--- src/rtl/subcar_pkg.sv ---
package subcar_pkg;

    localparam int TMAG_W = 5;
    localparam int TEXP_W = 5;

    typedef enum logic {
        TRIM_ADD = 1'b0,
        TRIM_SUB = 1'b1
    } trim_dir_e;

    typedef struct packed {
        trim_dir_e            dir;
        logic [TEXP_W-1:0]    shamt;
        logic [TMAG_W-1:0]    mag;
    } trim_t;

    // Rounded signed sine amplitude for table entry k of 2**idx_w entries.
    function automatic int sine_at(input int k, input int idx_w, input int samp_w);
        real amp;
        real ang;
        real val;
        amp = (2.0 ** (samp_w - 1)) - 1.0;
        ang = 2.0 * 3.14159265358979323846 * real'(k) / (2.0 ** idx_w);
        val = amp * $sin(ang);
        return $rtoi($floor(val + 0.5));
    endfunction

endpackage

--- src/rtl/subcar_inc.sv ---
module subcar_inc
    import subcar_pkg::*;
#(
    parameter int ACC_W = 40
) (
    input  logic               clk,
    input  logic [ACC_W-1:0]   base,
    input  trim_t              trim,
    output logic [ACC_W-1:0]   inc_q
);

    logic [ACC_W-1:0] scaled;
    logic [ACC_W-1:0] eff;

    always_comb begin
        scaled = ACC_W'(trim.mag) << trim.shamt;
        if (trim.dir == TRIM_SUB) begin
            eff = base - scaled;
        end else begin
            eff = base + scaled;
        end
    end

    // Loads every cycle, including under reset, so the step is ready at release.
    always_ff @(posedge clk) begin
        inc_q <= eff;
    end

endmodule

--- src/rtl/subcar_acc.sv ---
module subcar_acc #(
    parameter int ACC_W = 40
) (
    input  logic               clk,
    input  logic               rst,
    input  logic [ACC_W-1:0]   inc,
    output logic [ACC_W-1:0]   acc
);

    always_ff @(posedge clk) begin
        if (rst) begin
            acc <= '0;
        end else begin
            acc <= acc + inc;
        end
    end

endmodule

--- src/rtl/subcar_wave.sv ---
module subcar_wave
    import subcar_pkg::*;
#(
    parameter int IDX_W  = 8,
    parameter int SAMP_W = 8
) (
    input  logic                      clk,
    input  logic                      rst,
    input  logic [IDX_W-1:0]          idx,
    output logic signed [SAMP_W-1:0]  sin_q,
    output logic signed [SAMP_W-1:0]  cos_q
);

    localparam int DEPTH   = 1 << IDX_W;
    localparam int QUARTER = DEPTH / 4;
    localparam int NCH     = 2;

    logic signed [SAMP_W-1:0] rom [DEPTH];
    logic signed [SAMP_W-1:0] samp_d [NCH];
    logic signed [SAMP_W-1:0] samp_q [NCH];

    for (genvar k = 0; k < DEPTH; k++) begin : g_rom
        localparam int VAL = sine_at(k, IDX_W, SAMP_W);
        assign rom[k] = SAMP_W'(VAL);
    end

    // Channel 0 reads the sine phase, channel 1 reads a quarter turn ahead.
    for (genvar c = 0; c < NCH; c++) begin : g_ch
        localparam logic [IDX_W-1:0] OFS = IDX_W'(c * QUARTER);
        logic [IDX_W-1:0] addr;
        assign addr      = idx + OFS;
        assign samp_d[c] = rom[addr];
        always_ff @(posedge clk) begin
            if (rst) begin
                samp_q[c] <= '0;
            end else begin
                samp_q[c] <= samp_d[c];
            end
        end
    end

    assign sin_q = samp_q[0];
    assign cos_q = samp_q[1];

endmodule

--- src/rtl/subcar_nco.sv ---
module subcar_nco
    import subcar_pkg::*;
#(
    parameter int ACC_W  = 40,
    parameter int IDX_W  = 8,
    parameter int SAMP_W = 8
) (
    input  logic                      clk,
    input  logic                      rst,
    input  logic [ACC_W-1:0]          base_inc,
    input  logic [TMAG_W-1:0]         trim_mag,
    input  logic [TEXP_W-1:0]         trim_exp,
    input  logic                      trim_rev,
    output logic [ACC_W-1:0]          phase,
    output logic signed [SAMP_W-1:0]  sin_out,
    output logic signed [SAMP_W-1:0]  cos_out
);

    localparam int FRAC_W = ACC_W - IDX_W;

    trim_t            trim;
    logic [ACC_W-1:0] inc_q;
    logic [ACC_W-1:0] acc;

    always_comb begin
        trim.mag   = trim_mag;
        trim.shamt = trim_exp;
        trim.dir   = trim_rev ? TRIM_SUB : TRIM_ADD;
    end

    subcar_inc #(.ACC_W(ACC_W)) u_inc (
        .clk   (clk),
        .base  (base_inc),
        .trim  (trim),
        .inc_q (inc_q)
    );

    subcar_acc #(.ACC_W(ACC_W)) u_acc (
        .clk (clk),
        .rst (rst),
        .inc (inc_q),
        .acc (acc)
    );

    subcar_wave #(.IDX_W(IDX_W), .SAMP_W(SAMP_W)) u_wave (
        .clk   (clk),
        .rst   (rst),
        .idx   (acc[ACC_W-1:FRAC_W]),
        .sin_q (sin_out),
        .cos_q (cos_out)
    );

    assign phase = acc;

endmodule

--- config.mk ---
export PLATFORM = sky130hd
export DESIGN_NAME = subcar_nco
export DESIGN_NICKNAME = d
export VERILOG_FILES = /design/src/rtl/subcar_pkg.sv /design/src/rtl/subcar_inc.sv /design/src/rtl/subcar_acc.sv /design/src/rtl/subcar_wave.sv /design/src/rtl/subcar_nco.sv
export SDC_FILE = /design/constraint.sdc
export NUM_CORES = 1
export LEC_CHECK = 0
export ABC_AREA = 1
export BUFFER_PORTS_ARGS = -buffer_cell sky130_fd_sc_hd__buf_2
export CORE_MARGIN = 10
export CORE_UTILIZATION = 45
export CTS_CLUSTER_DIAMETER = 200
export DETAILED_ROUTE_END_ITERATION = 16
export PLACE_DENSITY = 0.68
export SLEW_MARGIN = 0
export SYNTH_ARGS = -nofsm -noshare
export SYNTH_HDL_FRONTEND = slang
export SYNTH_SLANG_ARGS = --single-unit
--- constraint.sdc ---
create_clock -name clk -period 7.3 [get_ports clk]
set_input_delay 2.19 -clock clk [delete_from_list [all_inputs] [get_ports clk]]
set_output_delay 2.19 -clock clk [all_outputs]
set_load 0.01 [all_outputs]
======== Yosys cells after proc, flatten, opt, wreduce, memory -nomap -nowiden ========
Memory sizes are Yosys's and may differ from the RTL's.
Cells that the tools add are included.
W data, S select, Z words.
operators by class
  add/sub/neg operators ................... 4
  order comparisons ....................... 2
  shift operators ......................... 1
  multiplexer cells ....................... 11
  bitwise gates (word level) .............. 4
operator list
  kind                   count
  $add A40 B40 Y40       2
  $mux W8                6
  $mux W40               1
  $shl A5 B5 Y40         1
  $sub A40 B40 Y40       1
  $ge A9 B9 Y1 const B   2
  $not A8 Y9             2
  $add A8 B7 Y8 const B  1
  $mux W1                4
  $or A1 B1 Y1           2
word-level totals
  register bits after elaboration ......... 80
  memory bits (writable) .................. 16
  ROM bits ................................ 4096
  input port bits ......................... 53
  output and inout port bits .............. 56
  memories ................................ 3
memories
  memory            words  bits a word  read ports  clocked after Yosys merged registers in  write ports  line               RTL
  (name not given)  256    8            1           0                                        0            subcar_wave.sv:32  assign samp_d[c] = rom[addr];
  (name not given)  256    8            1           0                                        0            subcar_wave.sv:32
  u_wave.samp_q     2      8            2           0                                        2            subcar_wave.sv:20  logic signed [SAMP_W-1:0] samp_q [NCH];

======== Depth between registers and ports, before layout ========
  word-level depth ........................ 6
  gate-level depth with buffers ........... 31

======== Modules after synthesis ========
From an unflattened synthesis, not the netlist that was laid out.
unflattened totals
  cell total of the unflattened synthesis .. 2062
  area, all modules ....................... 11721.2 sq um
by module, submodules not included
  module       times used  cells each  area each (sq um)
  subcar_inc   1           905         5326.4
  subcar_acc   1           680         3881.2
  subcar_wave  1           477         2513.7

======== Worst setup path after synthesis ========
Ideal clock, no wire load.
  path kind ............................... input to register
  start point ............................. in trim_exp[1]
  end point ............................... reg u_inc.inc_q[31]
  setup time .............................. 0.121 ns
  arrival ................................. 5.010 ns
  required time ........................... 7.179 ns
  slack ................................... 2.169 ns
  stages on the path ...................... 24
  path buffers ............................ 1
  path through ............................ buf_4 -> inv_4 -> nand3_2 -> nor2_1 -> nand2_1 -> nor2_2 -> inv_1 -> ha_1 -> inv_1 -> nor2_4 -> nand2_2 -> o21ai_0 -> xor2_1 -> inv_1 -> ha_1 -> nand2_1 -> nand2_1 -> a31oi_1 -> o21ai_0 -> a21oi_1 -> o21ai_0 -> nand3_1 -> nand2_1 -> xor2_1
on the way
  longest elaborated chain between the ends .. 3
  elaborated cells on any way between the ends .. 4
  those cells by class .................... add/sub: 2; shift: 1; mux: 1
ends and longest elaborated chain
  element                                                      line                                RTL
  from (decl)                                                  subcar_nco.sv:12                    input logic [TEXP_W-1:0] trim_exp,
  $shl A5 B5 Y40 (*)                                           subcar_inc.sv:16                    scaled = ACC_W'(trim.mag) << trim.shamt;
  $add A40 B40 Y40 / $sub A40 B40 Y40 (equally long branches)  subcar_inc.sv:20, subcar_inc.sv:18
  $mux W40 (*)                                                 subcar_inc.sv:17                    if (trim.dir == TRIM_SUB) begin
  via u_inc.eff[31]                                            subcar_inc.sv:13                    logic [ACC_W-1:0] eff;
  to (signal assigned)                                         subcar_inc.sv:26                    inc_q <= eff;
  to (decl)                                                    subcar_inc.sv:9                     output logic [ACC_W-1:0] inc_q
The timed path passes the listed nets; every way through them passes the cells marked *.
A chain may end at the register's enable or synchronous reset.

======== Final worst setup path ========
  start point ............................. in trim_exp[3]
  end point ............................... reg u_inc.inc_q[32]
Same word-level chain as after synthesis.

==> results.md <==
- Setup WS pre-CTS: between 600 and 700 ps
- Top FF cell, synth: dfxtp_1
- Total core area: 24200 um^2
- Final #Nets: 2092
- Hold path cells: 2
- Leak Pwr: 6.26 nW
- Synth top area cells: dfxtp_1, nand2_1, ha_1
- PortBufs: 108
- Via density: 5.59
- Dominant cell type by area after synthesis: dfxtp_1
- First-pass GRT wire length: about 65000 um
- Wire per inst: 18.4 um
- Synth Warn #: 0
- Initial Util: 0.456
- FF-to-FF End: u_wave.samp_q[1][1]$_SDFF_PP0_
- Internal power: 0.00204 W
- Slew margin rel.: 0.0369
- HPWL after detailed placement: 35200 um
- Tcrit/Tclk final: 0.861
- EDFF count, synth: 0
- Tmin final: 6290 ps
- Detailed-route via count: 12.7k
- Most common cell after layout, fill and taps aside: nand2_1
- I/O pins: between 100 and 150
- Filler cells: 2662
- Residual DRC count: 0
- Fmax: 159 MHz
- Flop and latch count out of synthesis: 96
- Final setup margin: 1010 ps
- Sw frac: 0.567
- Clk slew on worst S/H paths: 70 ps
- Critical path endpoint category: register
- Post-CTS Setup Inserts: 0
- Layout cells sized above 1: 0.107
- Synth cell types: 57
- R2r startpoint: u_acc.acc[33]$_SDFF_PP0_
- Chip width: 177 um
- Largest net degree at the start of global routing: 40
- Gate power share: 0.700
- ANT nets after route: 0
- Setup TNS: 0 ps
- Worst Path Required: approximately 7500 ps
- Root Driver: clkbuf_16
- WP data arrival: 6530 ps
- Hold Buf Count CTS: 0
- Sequential share of power: 0.192
- Worst reg-to-reg setup slack: 3220 ps
- Initial antenna violation count: 2
- Peak VDD IR: slightly below 0.2 mV
- Switch Pwr: 0.00268 W
- Sequential area share after synthesis: 0.174
- Max FO, Critical Path: 17
- Max_cap viols: 0
- CP Class: in2reg
- Async S/R FF share, synth: 0
- Clock latency on the worst-skew pair: 360 ps
- Hold Path Class: reg2reg
- Total power: 0.00472 W
- Deepest clock path buffer count: 2
- Final Max Slew Viols: 0
- Least-Margin Pin Slew: 1410 ps
- Hold_sp: u_acc.acc[39]$_SDFF_PP0_
- CTS tree: done
- Mapped Area: 11000 um^2
- RSZ-0062 raised after global routing: false
- Chip Height: 177 um
- All-layer global routing usage: 0.261
- Yosys top cell area share: 0.174
- Final Hold Viols: 0
- Routed WL: around 42000 um
- Mean Syn Cell Area: 5.94 um^2
- Full die area: 31200 um^2
- Pre-Repair DR Iteration Count: 6
- CTS resizes: 0
- Layout area overhead: 10.4%
- DR iter-0 viols: 1059
- Worst Skew: 19.0 ps
- Clock power share: 0.109
- Startpoint types: input port
- Vias in the first global route: 12.0k
- Status: finished clean
- Cells after Synth: approximately 1.9k
- Gr ovfl total: 0
- CTS Buf Count: 9
- H-tree depth: 3
- WHS Endpoint: u_wave.samp_q[0][7]$_SDFF_PP0_
- Commonest cells after routing, fill and taps aside: nand2_1, inv_1, nor2_1, a21oi_1, o21ai_0
- Clock tree sinks: 96
- Power per cell area: 387 nW/um^2
- FF-to-FF path depth: 10
- Row count: 57
- Synth Net Count: 2006
- Final setup fails: 0
- Gpl congestion: 0.990
==> cell usage after synthesis (4+ instances only) <==
cell type  count
nor2_4         4
o21ai_1        9
nand2_2       21
o211ai_1      10
ha_1          91
a31oi_1       24
clkbuf_1      23
nor3_1        27
a21oi_1      150
nand2_1      499
o21bai_1      14
buf_2         12
a41oi_1        5
nor2_2        10
xor2_1        41
a21o_1        10
o221ai_1       4
nor2_1       200
dfxtp_1       96
o21a_1         6
nand3_1      105
o2111ai_1      8
o21ai_0      127
nand4_1       28
nand3_2       18
or2_2          4
nand2_4        7
xnor2_1       15
inv_1        242
==> sequential cells by signal, summed over array words and instances, names as in the netlist <==
| name | count |
|---|---|
| u_inc.inc_q | 40 |
| u_wave.samp_q | 16 |
| u_acc.acc | 40 |
==> worst max path at each step <==
stage	start	slack, ps	depth (start not counted)	end
after floorplan	trim_exp[1]	2170	24	u_inc.inc_q[31]$_DFF_P_
after global placement	trim_exp[3]	670	17	u_inc.inc_q[32]$_DFF_P_
after detailed placement	trim_exp[3]	700	17	u_inc.inc_q[32]$_DFF_P_
after CTS	trim_exp[3]	1050	17	u_inc.inc_q[32]$_DFF_P_
after global routing	trim_exp[3]	700	17	u_inc.inc_q[32]$_DFF_P_
final	trim_exp[3]	1010	17	u_inc.inc_q[32]$_DFF_P_
==> layout make-up <==
type | count | area (um^2) | area share
diodes | 1 | 2.50 | 0.000205
clock inverters | 7 | 97.6 | 0.00800
flip-flops and latches | 96 | 1920 | 0.158
well taps | 324 | 405 | 0.0332
repair buffers | 114 | 586 | 0.0480
multi-input cells | 1476 | 8020 | 0.658
inverters | 249 | 940 | 0.0770
clock buffers | 9 | 225 | 0.0185
==> critical path, cell delays in order <==
cell	delay (ps)
buf_2	210
inv_2	320
nand4_1	230
nor2_1	260
inv_1	90
ha_1	290
o21ai_0	550
inv_1	140
fa_1	460
o21ai_1	500
a21oi_1	200
o21ai_1	320
a21oi_1	220
o21bai_1	270
nand2_1	120
nand3_1	80
nand2_1	60
==> per-layer routing <==
metal,part of all wire,up-vias,routed length (um),global-route usage
li1,-,6322,-,-
met1,0.45,5814,18900,0.342
met2,0.45,506,18800,0.426
met3,0.067,68,2830,0.0401
met4,0.035,2,1480,0.0935
met5,0.00029,-,12,0
==> through the flow <==
| step | std cells | cell area (um^2) | utilization | hold slack (ps) |
|---|---|---|---|---|
| finish | 2276 | 12200 | 0.503 | 583 |
| global route | 2275 | 12200 | 0.503 | 625 |
| CTS | 2275 | 12200 | 0.503 | 582 |
| detailed placement | 2259 | 11900 | 0.490 | 578 |
| global placement | 2259 | 11900 | 0.490 | 561 |
| floorplan | 1860 | 11000 | - | 518 |
==> cells by family after synthesis <==
| kind of cell | synth area share |
|---|---|
| AO/OA/AOI/OAI | 0.199 |
| adder cells (fa/ha/maj) | 0.107 |
| AND/OR/NAND/NOR | 0.376 |
| buffers and inverters | 0.100 |
| flip-flops | 0.174 |
| XOR/XNOR | 0.0444 |
==> power groups by stage <==
stage	Sequential (W)	Clock (W)	Combinational, W
after floorplan	0.000899	0	0.00222
after global placement	0.000908	0	0.00320
after detailed placement	0.000913	0	0.00320
after CTS	0.000901	0.000520	0.00322
after global routing	0.000924	0.000537	0.00368
final	0.000907	0.000513	0.00330
No activity file was read; power rests on OpenSTA's default activity.
